[config.mk]
export PLATFORM = sky130hd
export DESIGN_NAME = evc_bank
export DESIGN_NICKNAME = d
export VERILOG_FILES = /design/src/rtl/evc_pkg.sv /design/src/rtl/evc_counter.sv /design/src/rtl/evc_irq.sv /design/src/rtl/evc_bank.sv
export SDC_FILE = /design/constraint.sdc
export NUM_CORES = 2
export LEC_CHECK = 0
export ABC_AREA = 1
export BUFFER_PORTS_ARGS = -buffer_cell sky130_fd_sc_hd__buf_2
export CORE_ASPECT_RATIO = 1.5
export CORE_MARGIN = 3
export CORE_UTILIZATION = 58
export CTS_CLUSTER_DIAMETER = 50
export DETAILED_ROUTE_END_ITERATION = 16
export PLACE_DENSITY_LB_ADDON = 0.25
export SYNTH_ARGS = -nofsm -noshare
export SYNTH_HDL_FRONTEND = slang
export SYNTH_SLANG_ARGS = --single-unit
[constraint.sdc]
create_clock -name clk -period 2.3 [get_ports clk]
set_clock_uncertainty 0.15 [all_clocks]
set_input_delay 0.46 -clock clk [delete_from_list [all_inputs] [get_ports clk]]
set_output_delay 0.46 -clock clk [all_outputs]
set_load 0.05 [all_outputs]
[src/rtl/evc_pkg.sv]
package evc_pkg;
  localparam logic [3:0] OFS_SEL    = 4'd0;
  localparam logic [3:0] OFS_EVSEL  = 4'd1;
  localparam logic [3:0] OFS_CMD    = 4'd2;
  localparam logic [3:0] OFS_CNTLO  = 4'd3;
  localparam logic [3:0] OFS_CNTHI  = 4'd4;
  localparam logic [3:0] OFS_THRLO  = 4'd5;
  localparam logic [3:0] OFS_THRHI  = 4'd6;
  localparam logic [3:0] OFS_IEN    = 4'd7;
  localparam logic [3:0] OFS_IACT   = 4'd8;
  localparam logic [3:0] OFS_BUILD  = 4'd9;

  localparam int CMD_CLR_BIT  = 16;
  localparam int CMD_SNAP_BIT = 17;

  function automatic logic [31:0] build_word(input int ver, input int sz,
                                             input int ncnt, input int ncond);
    logic [31:0] w;
    w        = '0;
    w[7:0]   = 8'(ver);
    w[9:8]   = 2'(sz);
    w[10]    = 1'b1;
    w[23:16] = 8'(ncnt);
    w[31:24] = 8'(ncond);
    return w;
  endfunction
endpackage

[src/rtl/evc_counter.sv]
module evc_counter
  import evc_pkg::*;
#(
  parameter int CW       = 48,
  parameter int NUM_COND = 8,
  parameter int ESW      = 3
) (
  input  logic                clk,
  input  logic                rst,
  input  logic [NUM_COND-1:0] cond_i,
  input  logic                we_i,
  input  logic [3:0]          addr_i,
  input  logic [31:0]         wdata_i,
  input  logic                clr_all_i,
  input  logic                snap_i,
  output logic [CW-1:0]       snap_o,
  output logic [CW-1:0]       thr_o,
  output logic [ESW-1:0]      evsel_o,
  output logic                hit_o
);
  logic [CW-1:0]  cnt_q, cnt_d, snap_q, thr_q, inc_val;
  logic [ESW-1:0] evsel_q;
  logic           ld_lo, ld_hi, inc_take;

  assign ld_lo   = we_i && (addr_i == OFS_CNTLO);
  assign ld_hi   = we_i && (addr_i == OFS_CNTHI);
  assign inc_val = cnt_q + CW'(1);

  always_comb begin
    cnt_d    = cnt_q;
    inc_take = 1'b0;
    if (clr_all_i)  cnt_d = '0;
    else if (ld_lo) cnt_d = CW'({32'(64'(cnt_q) >> 32), wdata_i});
    else if (ld_hi) cnt_d = CW'({wdata_i, cnt_q[31:0]});
    else if (cond_i[evsel_q]) begin
      cnt_d    = inc_val;
      inc_take = 1'b1;
    end
  end

  assign hit_o = inc_take && (inc_val == thr_q);

  always_ff @(posedge clk) begin
    if (rst) begin
      cnt_q   <= '0;
      snap_q  <= '0;
      thr_q   <= '0;
      evsel_q <= '0;
    end else begin
      cnt_q <= cnt_d;
      if (snap_i) snap_q <= cnt_q;
      if (we_i && addr_i == OFS_EVSEL) evsel_q <= wdata_i[ESW-1:0];
      if (we_i && addr_i == OFS_THRLO) thr_q <= CW'({32'(64'(thr_q) >> 32), wdata_i});
      if (we_i && addr_i == OFS_THRHI) thr_q <= CW'({wdata_i, thr_q[31:0]});
    end
  end

  assign snap_o  = snap_q;
  assign thr_o   = thr_q;
  assign evsel_o = evsel_q;

  assert_count_step_R3: assert property (@(posedge clk) disable iff (rst)
    (!clr_all_i && !ld_lo && !ld_hi && cond_i[evsel_q]) |=> (cnt_q == $past(cnt_q) + CW'(1)));

  assert_clear_all_R5: assert property (@(posedge clk) disable iff (rst)
    clr_all_i |=> (cnt_q == '0));

  assert_snapshot_R4: assert property (@(posedge clk) disable iff (rst)
    snap_i |=> (snap_q == $past(cnt_q)));
endmodule

[src/rtl/evc_irq.sv]
module evc_irq #(
  parameter int NUM_CNT = 4
) (
  input  logic               clk,
  input  logic               rst,
  input  logic [NUM_CNT-1:0] hit_i,
  input  logic               en_wr_i,
  input  logic               act_wr_i,
  input  logic [NUM_CNT-1:0] wmask_i,
  output logic [NUM_CNT-1:0] en_o,
  output logic [NUM_CNT-1:0] act_o,
  output logic               irq_o
);
  logic [NUM_CNT-1:0] en_q, act_q, set_v, clr_v, act_d, en_d;
  logic               irq_q;

  always_comb begin
    set_v = hit_i & en_q;
    clr_v = (act_wr_i ? wmask_i : '0) & ~set_v;
    act_d = set_v | (act_q & ~clr_v);
    en_d  = en_wr_i ? wmask_i : (en_q & ~clr_v);
  end

  always_ff @(posedge clk) begin
    if (rst) begin
      en_q  <= '0;
      act_q <= '0;
      irq_q <= 1'b0;
    end else begin
      en_q  <= en_d;
      act_q <= act_d;
      irq_q <= |act_d;
    end
  end

  assign en_o  = en_q;
  assign act_o = act_q;
  assign irq_o = irq_q;

  assert_irq_matches_flags_R8: assert property (@(posedge clk) disable iff (rst)
    irq_q == (act_q != '0));

  for (genvar n = 0; n < NUM_CNT; n++) begin : g_chk
    assert_flag_needs_enable_R6: assert property (@(posedge clk) disable iff (rst)
      (act_q[n] && !$past(act_q[n])) |-> $past(en_q[n] && hit_i[n]));

    assert_clear_drops_enable_R7: assert property (@(posedge clk) disable iff (rst)
      (act_wr_i && wmask_i[n] && !(hit_i[n] && en_q[n])) |=> (!act_q[n] && !en_q[n]));

    assert_match_wins_R9: assert property (@(posedge clk) disable iff (rst)
      (act_wr_i && wmask_i[n] && hit_i[n] && en_q[n]) |=> (act_q[n] && en_q[n]));
  end
endmodule

[src/rtl/evc_bank.sv]
module evc_bank
  import evc_pkg::*;
#(
  parameter int NUM_CNT   = 4,
  parameter int SIZE_CODE = 1,
  parameter int NUM_COND  = 8,
  parameter int VERSION   = 2
) (
  input  logic                clk,
  input  logic                rst,
  input  logic                wr_en_i,
  input  logic                rd_en_i,
  input  logic [3:0]          addr_i,
  input  logic [31:0]         wdata_i,
  output logic [31:0]         rdata_o,
  input  logic [NUM_COND-1:0] cond_i,
  output logic                irq_o
);
  localparam int CW   = 32 + 16 * SIZE_CODE;
  localparam int IDXW = (NUM_CNT > 1) ? $clog2(NUM_CNT) : 1;
  localparam int ESW  = (NUM_COND > 1) ? $clog2(NUM_COND) : 1;
  localparam logic [31:0] BUILD = build_word(VERSION, SIZE_CODE, NUM_CNT, NUM_COND);

  logic [IDXW-1:0]    sel_q;
  logic [CW-1:0]      snap_arr [NUM_CNT];
  logic [CW-1:0]      thr_arr  [NUM_CNT];
  logic [ESW-1:0]     evsel_arr[NUM_CNT];
  logic [NUM_CNT-1:0] hit_v, en_v, act_v;
  logic               clr_all, snap_all;
  logic [31:0]        rdata_q, rd_d;
  logic [63:0]        snap64, thr64;

  assign clr_all  = wr_en_i && (addr_i == OFS_CMD) && wdata_i[CMD_CLR_BIT];
  assign snap_all = wr_en_i && (addr_i == OFS_CMD) && wdata_i[CMD_SNAP_BIT];

  always_ff @(posedge clk) begin
    if (rst) sel_q <= '0;
    else if (wr_en_i && addr_i == OFS_SEL) sel_q <= wdata_i[IDXW-1:0];
  end

  for (genvar g = 0; g < NUM_CNT; g++) begin : g_cnt
    evc_counter #(.CW(CW), .NUM_COND(NUM_COND), .ESW(ESW)) u_cnt (
      .clk       (clk),
      .rst       (rst),
      .cond_i    (cond_i),
      .we_i      (wr_en_i && (sel_q == IDXW'(g))),
      .addr_i    (addr_i),
      .wdata_i   (wdata_i),
      .clr_all_i (clr_all),
      .snap_i    (snap_all),
      .snap_o    (snap_arr[g]),
      .thr_o     (thr_arr[g]),
      .evsel_o   (evsel_arr[g]),
      .hit_o     (hit_v[g])
    );
  end

  evc_irq #(.NUM_CNT(NUM_CNT)) u_irq (
    .clk      (clk),
    .rst      (rst),
    .hit_i    (hit_v),
    .en_wr_i  (wr_en_i && addr_i == OFS_IEN),
    .act_wr_i (wr_en_i && addr_i == OFS_IACT),
    .wmask_i  (wdata_i[NUM_CNT-1:0]),
    .en_o     (en_v),
    .act_o    (act_v),
    .irq_o    (irq_o)
  );

  assign snap64 = 64'(snap_arr[sel_q]);
  assign thr64  = 64'(thr_arr[sel_q]);

  always_comb begin
    case (addr_i)
      OFS_SEL:   rd_d = 32'(sel_q);
      OFS_EVSEL: rd_d = 32'(evsel_arr[sel_q]);
      OFS_CNTLO: rd_d = snap64[31:0];
      OFS_CNTHI: rd_d = snap64[63:32];
      OFS_THRLO: rd_d = thr64[31:0];
      OFS_THRHI: rd_d = thr64[63:32];
      OFS_IEN:   rd_d = 32'(en_v);
      OFS_IACT:  rd_d = 32'(act_v);
      OFS_BUILD: rd_d = BUILD;
      default:   rd_d = '0;
    endcase
  end

  always_ff @(posedge clk) begin
    if (rst) rdata_q <= '0;
    else if (rd_en_i) rdata_q <= rd_d;
  end

  assign rdata_o = rdata_q;

  assert_index_in_range_R2: assert property (@(posedge clk) disable iff (rst)
    32'(sel_q) < NUM_CNT);

  assert_read_latency_R11: assert property (@(posedge clk) disable iff (rst)
    (rd_en_i && addr_i == OFS_BUILD) |=> (rdata_o == BUILD));
endmodule

==> results.md, run 1 <==
* Largest net degree at the start of global routing at 84
* Ys async rst share at 0%
* CTS Buf Count at 67
* Synth warnings at 0
* Rows at 111
* CTS H-tree depth at 3
* Hpwl dp at 160000 um
* Err: [ERROR GRT-0116] Global routing finished with congestion. Check the congestion regions in the DRC Viewer.
* Clock sinks at 631
* Synthesis-stage register bit count at 631
* Yosys cell types at 53
* Simple-Gate Fraction of Synth Area at 29.7%
* Syn Nets at 5543
* Compound-Gate Fraction of Synth Area at 23.2%
* Initial Utilization at 58.7%
* Die H at 310 um
* Post-synth EDFFs at 0
* Longest Clk Path Bufs at 3
* Post-Syn Area at 35800 sq um
* Total congestion overflow at 542
* Multiplexer share of the synthesized area at 0%
* Sequential fraction of the synthesis area at 35.2%
* Halt Stage: global routing (5_1_grt)
* Xor and xnor area share after synthesis at 3.15%
* IO Pins at 81
* Synth Instances at 5491
* First-pass GRT wire length at 382000 um
* Status: stopped before the end
* Global Route Usage Sum at 76.6%
* Horiz. Die Dim at 209 um
* Buffers on Ports at 80
* GP Congestion at 1.29
* Root Buffer: clkbuf_16
* Largest family of logic cells by synthesized area: simple AND/OR/NAND/NOR gates
* Syn avg cell area at 6.53 sq um
* Top FF cell, synth: dfxtp_1
* Adder-cell share of the synthesized area at 0.140%
* Vias in the first global route at 53172
-- synth_stat cells, drive strengths merged, types with 4 or more instances --
library cell	number	share of area [%]
a31oi	59	1.0
clkinv	12	0.13
nand2	1441	15
xnor2	20	0.49
nand4	71	1.2
xnor3	18	1.1
nand3b	38	0.80
a221oi	75	1.8
a21oi	535	7.5
nor3	8	0.17
nand3	336	4.7
a21boi	6	0.13
buf	45	0.61
xor2	57	1.4
clkbuf	231	2.4
o41ai	5	0.12
a211oi	6	0.13
o211ai	19	0.40
a22oi	145	3.0
o21ai	497	6.9
dfxtp	631	35
ha	4	0.14
inv	516	5.4
o221ai	22	0.54
o31ai	7	0.15
o22ai	68	1.2
nor2	602	7.3
-- routing by layer --
metal	GRT overflow	GRT usage [%]
met1	5	75.0
met2	350	95.8
met3	1	59.3
met4	186	79.6
met5	0	22.8
-- kinds of logic after synthesis --
family,count (synthesis)
compound gates,1453
xor+xnor,97
fa+ha+maj,4
buf+inv,804
flops,631
simple gates,2502
-- per-stage QoR --
stage / instance area (sq um) / hold WS [ns] / worst slack [ns] / std cells
2_1_floorplan: 35800 / 0.275 / 0.0388 / 5491
3_3_place_gp: 45500 / 0.282 / -0.943 / 7206
3_5_place_dp: 45500 / 0.289 / -1.00 / 7206
4_1_cts: 49600 / 0.0169 / -0.304 / 7382
-- repair_timing --
item,in CTS
pin swaps,115
gates resized for setup,412
buffers inserted,60
endpoints found under the hold margin,3
cloned,0
hold buffers,3
setup endpoints to repair,133
==> inputs of run 2 (changes only) <==
--- a/config.mk
+++ b/config.mk
@@ -7,12 +7,10 @@
 export LEC_CHECK = 0
 export ABC_AREA = 1
 export BUFFER_PORTS_ARGS = -buffer_cell sky130_fd_sc_hd__buf_2
-export CORE_ASPECT_RATIO = 1.5
 export CORE_MARGIN = 3
-export CORE_UTILIZATION = 58
-export CTS_CLUSTER_DIAMETER = 50
+export CORE_UTILIZATION = 40
 export DETAILED_ROUTE_END_ITERATION = 16
-export PLACE_DENSITY_LB_ADDON = 0.25
+export PLACE_DENSITY_LB_ADDON = 0.15
 export SYNTH_ARGS = -nofsm -noshare
 export SYNTH_HDL_FRONTEND = slang
 export SYNTH_SLANG_ARGS = --single-unit
==> constraint.sdc (replaced) <==
create_clock -name clk -period 3 [get_ports clk]
set_clock_uncertainty 0.15 [all_clocks]
set_input_delay 0.6 -clock clk [delete_from_list [all_inputs] [get_ports clk]]
set_output_delay 0.6 -clock clk [all_outputs]
set_load 0.05 [all_outputs]
==> run 2 against run 1 <==
Against the previous run: the run now ends clean; synthesized area unchanged; synthesized cell count unchanged.
==> results.md, run 2 <==
* Global Route Usage Sum at 39.7%
* Min-delay src: wdata_i[27]
* Sw frac at 26.8%
* Hold slack at 0.0817 ns
* Clock sinks at 631 (unchanged)
* Post-synth EDFFs at 0 (unchanged)
* Area Growth Syn to Fin at 26.6%
* Setup_tns at 0 ns
* CTS Buf Count at 76 (+13%)
* CP arrival at 3.38 ns
* Tot Pwr at 21.0 mW
* First-pass GRT wire length at 269000 um
* Final Hold Fails at 0
* Ys async rst share at 0% (unchanged)
* Syn avg cell area at 6.53 sq um (unchanged)
* Vias in the first global route at 37587
* # setup viols final at 0
* Full die area at 93200 sq um
* Yosys top cell area share at 35.2% (unchanged)
* Die H at 305 um (-1.6%)
* Register area at 12700 sq um
* Horiz. Die Dim at 305 um (+46%)
* Final Non-Filler Cells at 7222
* Syn Nets at 5543 (unchanged)
* Worst-path clk slew at 0.06 ns
* DRC viols at 0
* Post-Syn Area at 35800 sq um (unchanged)
* Max Cap Viol at 0
* Clk pwr share at 49.2%
* CP startpoint kind: flop
* GP Congestion at 1.02 (-21%)
* Switching power at 5.63 mW
* Synth Instances at 5491 (unchanged)
* Antenna-violating nets left at 0
* Worst-path maximum fanout at 14
* Initial detailed-routing violation count at 6080
* Latest clock arrival within the worst-skew pair at 0.66 ns
* Largest net degree at the start of global routing at 74
* Leak pwr at 18.6 nW
* Synthesis-stage register bit count at 631 (unchanged)
* Routed wire length at 192000 um
* Top FF cell, synth: dfxtp_1
* Slew @ Worst Pin at 0.769 ns
* Commonest cells after routing, fill and taps aside: nand2_1 (1365), dfxtp_1 (610), buf_4 (569)
* Vias after detailed routing at 41902
* Sequential fraction of the synthesis area at 35.2% (unchanged)
* Number of vias per cell at 5.80
* R2R cell count at 17
* TritonCTS clock tree: yes
* Post-synth top area cell: dfxtp_1
* Core area at 88600 sq um
* Longest Clk Path Bufs at 3 (unchanged)
* Initial antenna violation count at 12
* Relative slew slack at 48.8%
* Most common cell in the netlist: nand2_1
* RSZ-0062 raised after global routing: yes
* CTS H-tree depth at 3 (unchanged)
* DRT Pass-1 Iters at 7
* Routed WL per cell at 26.6 um
* # nets final at 6049
* Flop-to-flop setup slack at 0.05 ns
* Synth area leaders: dfxtp_1 (35%), nand2_1 (15%), a21oi_1 (7.4%)
* IO Pins at 81 (unchanged)
* Yosys cell types at 53 (unchanged)
* Rows at 109 (-1.8%)
* Period Utilization, post-route at 98.4%
* Dpl cells at 7060 (-2.0%)
* Synth warnings at 0 (unchanged)
* Setup CP Type: reg -> reg
* Total congestion overflow at 0
* Buffers on Ports at 80 (unchanged)
* Fillers at 9086
* Crit Reg-Reg Endpoint: u_irq.en_o[2]$_SDFF_PP0_
* Minimum period implied by the final worst setup slack at 2.95 ns
* Commonest cells post-synth: nand2_1 (1415), dfxtp_1 (631), nor2_1 (540)
* Share of layout cells above drive strength 1 at 18.8%
* Utilization after layout at 51.2%
* Power share of the combinational group at 9.4%
* Hpwl dp at 151000 um (-5.6%)
* Status: finished, final reports clean
* Maximum VDD drop at 0.478 mV
* WP data required at 3.42 ns
* CP endpoint kind: flop
* Root Buffer: clkbuf_16
* Count of final max-slew check failures at 0
* Power Density at 463 nW/um^2
* Pint at 15.4 mW
* Sequential Power Share at 41.4%
* Hold path cells at 3
* Max Freq at 0.339 GHz
* Reg2reg start: sel_q[0]$_SDFFE_PP0P_
* Multi-input logic area at 20900 sq um
* Min-Delay Endpoint: g_cnt[2].u_cnt.cnt_q[27]$_SDFFE_PP0P_
* Hold Crit Class: in -> reg
* Initial Utilization at 40.4% (-18 points)
* Most common cell after layout, fill and taps aside: nand2_1
[run 2: cell counts after synthesis]
Identical to the previous run, type by type.
[run 2: stage by stage]
step / setup WS [ns] / cell area, sq um
after floorplan: 0.609 / 35800
after global routing: -0.0453 / 45400
after CTS: 0.00752 / 44500
final: 0.0471 / 45400
after global placement: -0.596 / 41700
after detailed placement: -0.605 / 41700
[run 2: how the worst max path moves through the flow]
stage | start | end | slack [ns] | depth (start not counted)
2_1_floorplan | addr_i[2] | g_cnt[3].u_cnt.cnt_q[24]$_SDFFE_PP0P_ | 0.61 | 12
3_3_place_gp | addr_i[0] | u_irq.en_o[2]$_SDFF_PP0_ | -0.60 | 19
3_5_place_dp | addr_i[0] | u_irq.en_o[2]$_SDFF_PP0_ | -0.61 | 19
4_1_cts | g_cnt[0].u_cnt.cnt_q[22]$_SDFFE_PP0P_ | u_irq.irq_o$_SDFF_PP0_ | 0.008 | 19
5_1_grt | g_cnt[3].u_cnt.cnt_q[0]$_SDFFE_PP0P_ | u_irq.en_o[3]$_SDFF_PP0_ | -0.05 | 20
6_report | sel_q[0]$_SDFFE_PP0P_ | u_irq.en_o[2]$_SDFF_PP0_ | 0.05 | 17
[run 2: critical path, stage by stage (launching register included)]
cell and delay (ns):
dfxtp_1 0.45, inv_2 0.11, nand2_1 0.13, buf_6 0.24, nor2_1 0.10, nand2_2 0.18, inv_2 0.08, nor3_4 0.23
nand2_1 0.16, nor2_4 0.20, nand2_2 0.12, nor2_2 0.14, nand2_4 0.10, nor2_2 0.11, nand2_2 0.12, nand2_1 0.08
nand2_1 0.05, a21oi_2 0.10
[run 2: metal layers]
layer,vias up,wire (um),global-route usage [%]
li1,19437,-,-
met1,19636,83800,58.0
met2,2465,76500,55.6
met3,362,21900,8.25
met4,2,9890,17.9
met5,-,12,0
[run 2: cell families (layout without fill, tap and decap cells)]
family	after synthesis	after routing	share of synthesized area, %
flip-flops	631	631	35.2
other	0	2	0
buffers and inverters	804	1368	8.56
AND/OR/NAND/NOR	2502	2502	29.7
XOR/XNOR	97	97	3.15
AO/OA/AOI/OAI	1453	1453	23.2
adder cells (fa/ha/maj)	4	4	0.140
[run 2: area by class of cell]
class,count,share of cell area (%)
sequential,631,27.9
clock inverter,36,1.28
inverter,528,4.40
antenna,2,0.0110
timing repair buffer,704,12.5
multi-input combinational,4056,46.0
tap,1165,3.21
clock buffer,100,4.70
[run 2: what timing repair did]
| action | CTS | global route |
|---|---|---|
| resized for setup | 22 | 209 |
| setup endpoints to repair | 5 | 9 |
| hold endpoints to repair | 0 | 0 |
| setup buffers | 6 | 20 |
| hold buffers | 0 | 0 |
| pin swaps | 8 | 47 |
[run 2: power groups by stage]
stage	combinational, mW	sequential, mW	clock (mW)
floorplan	0.909	8.85	0
global placement	1.87	8.86	0
detailed placement	1.87	8.86	0
CTS	1.88	8.67	10.4
global route	2.08	8.69	10.7
finish	1.98	8.69	10.3
Power figures use the tool's default switching activity.
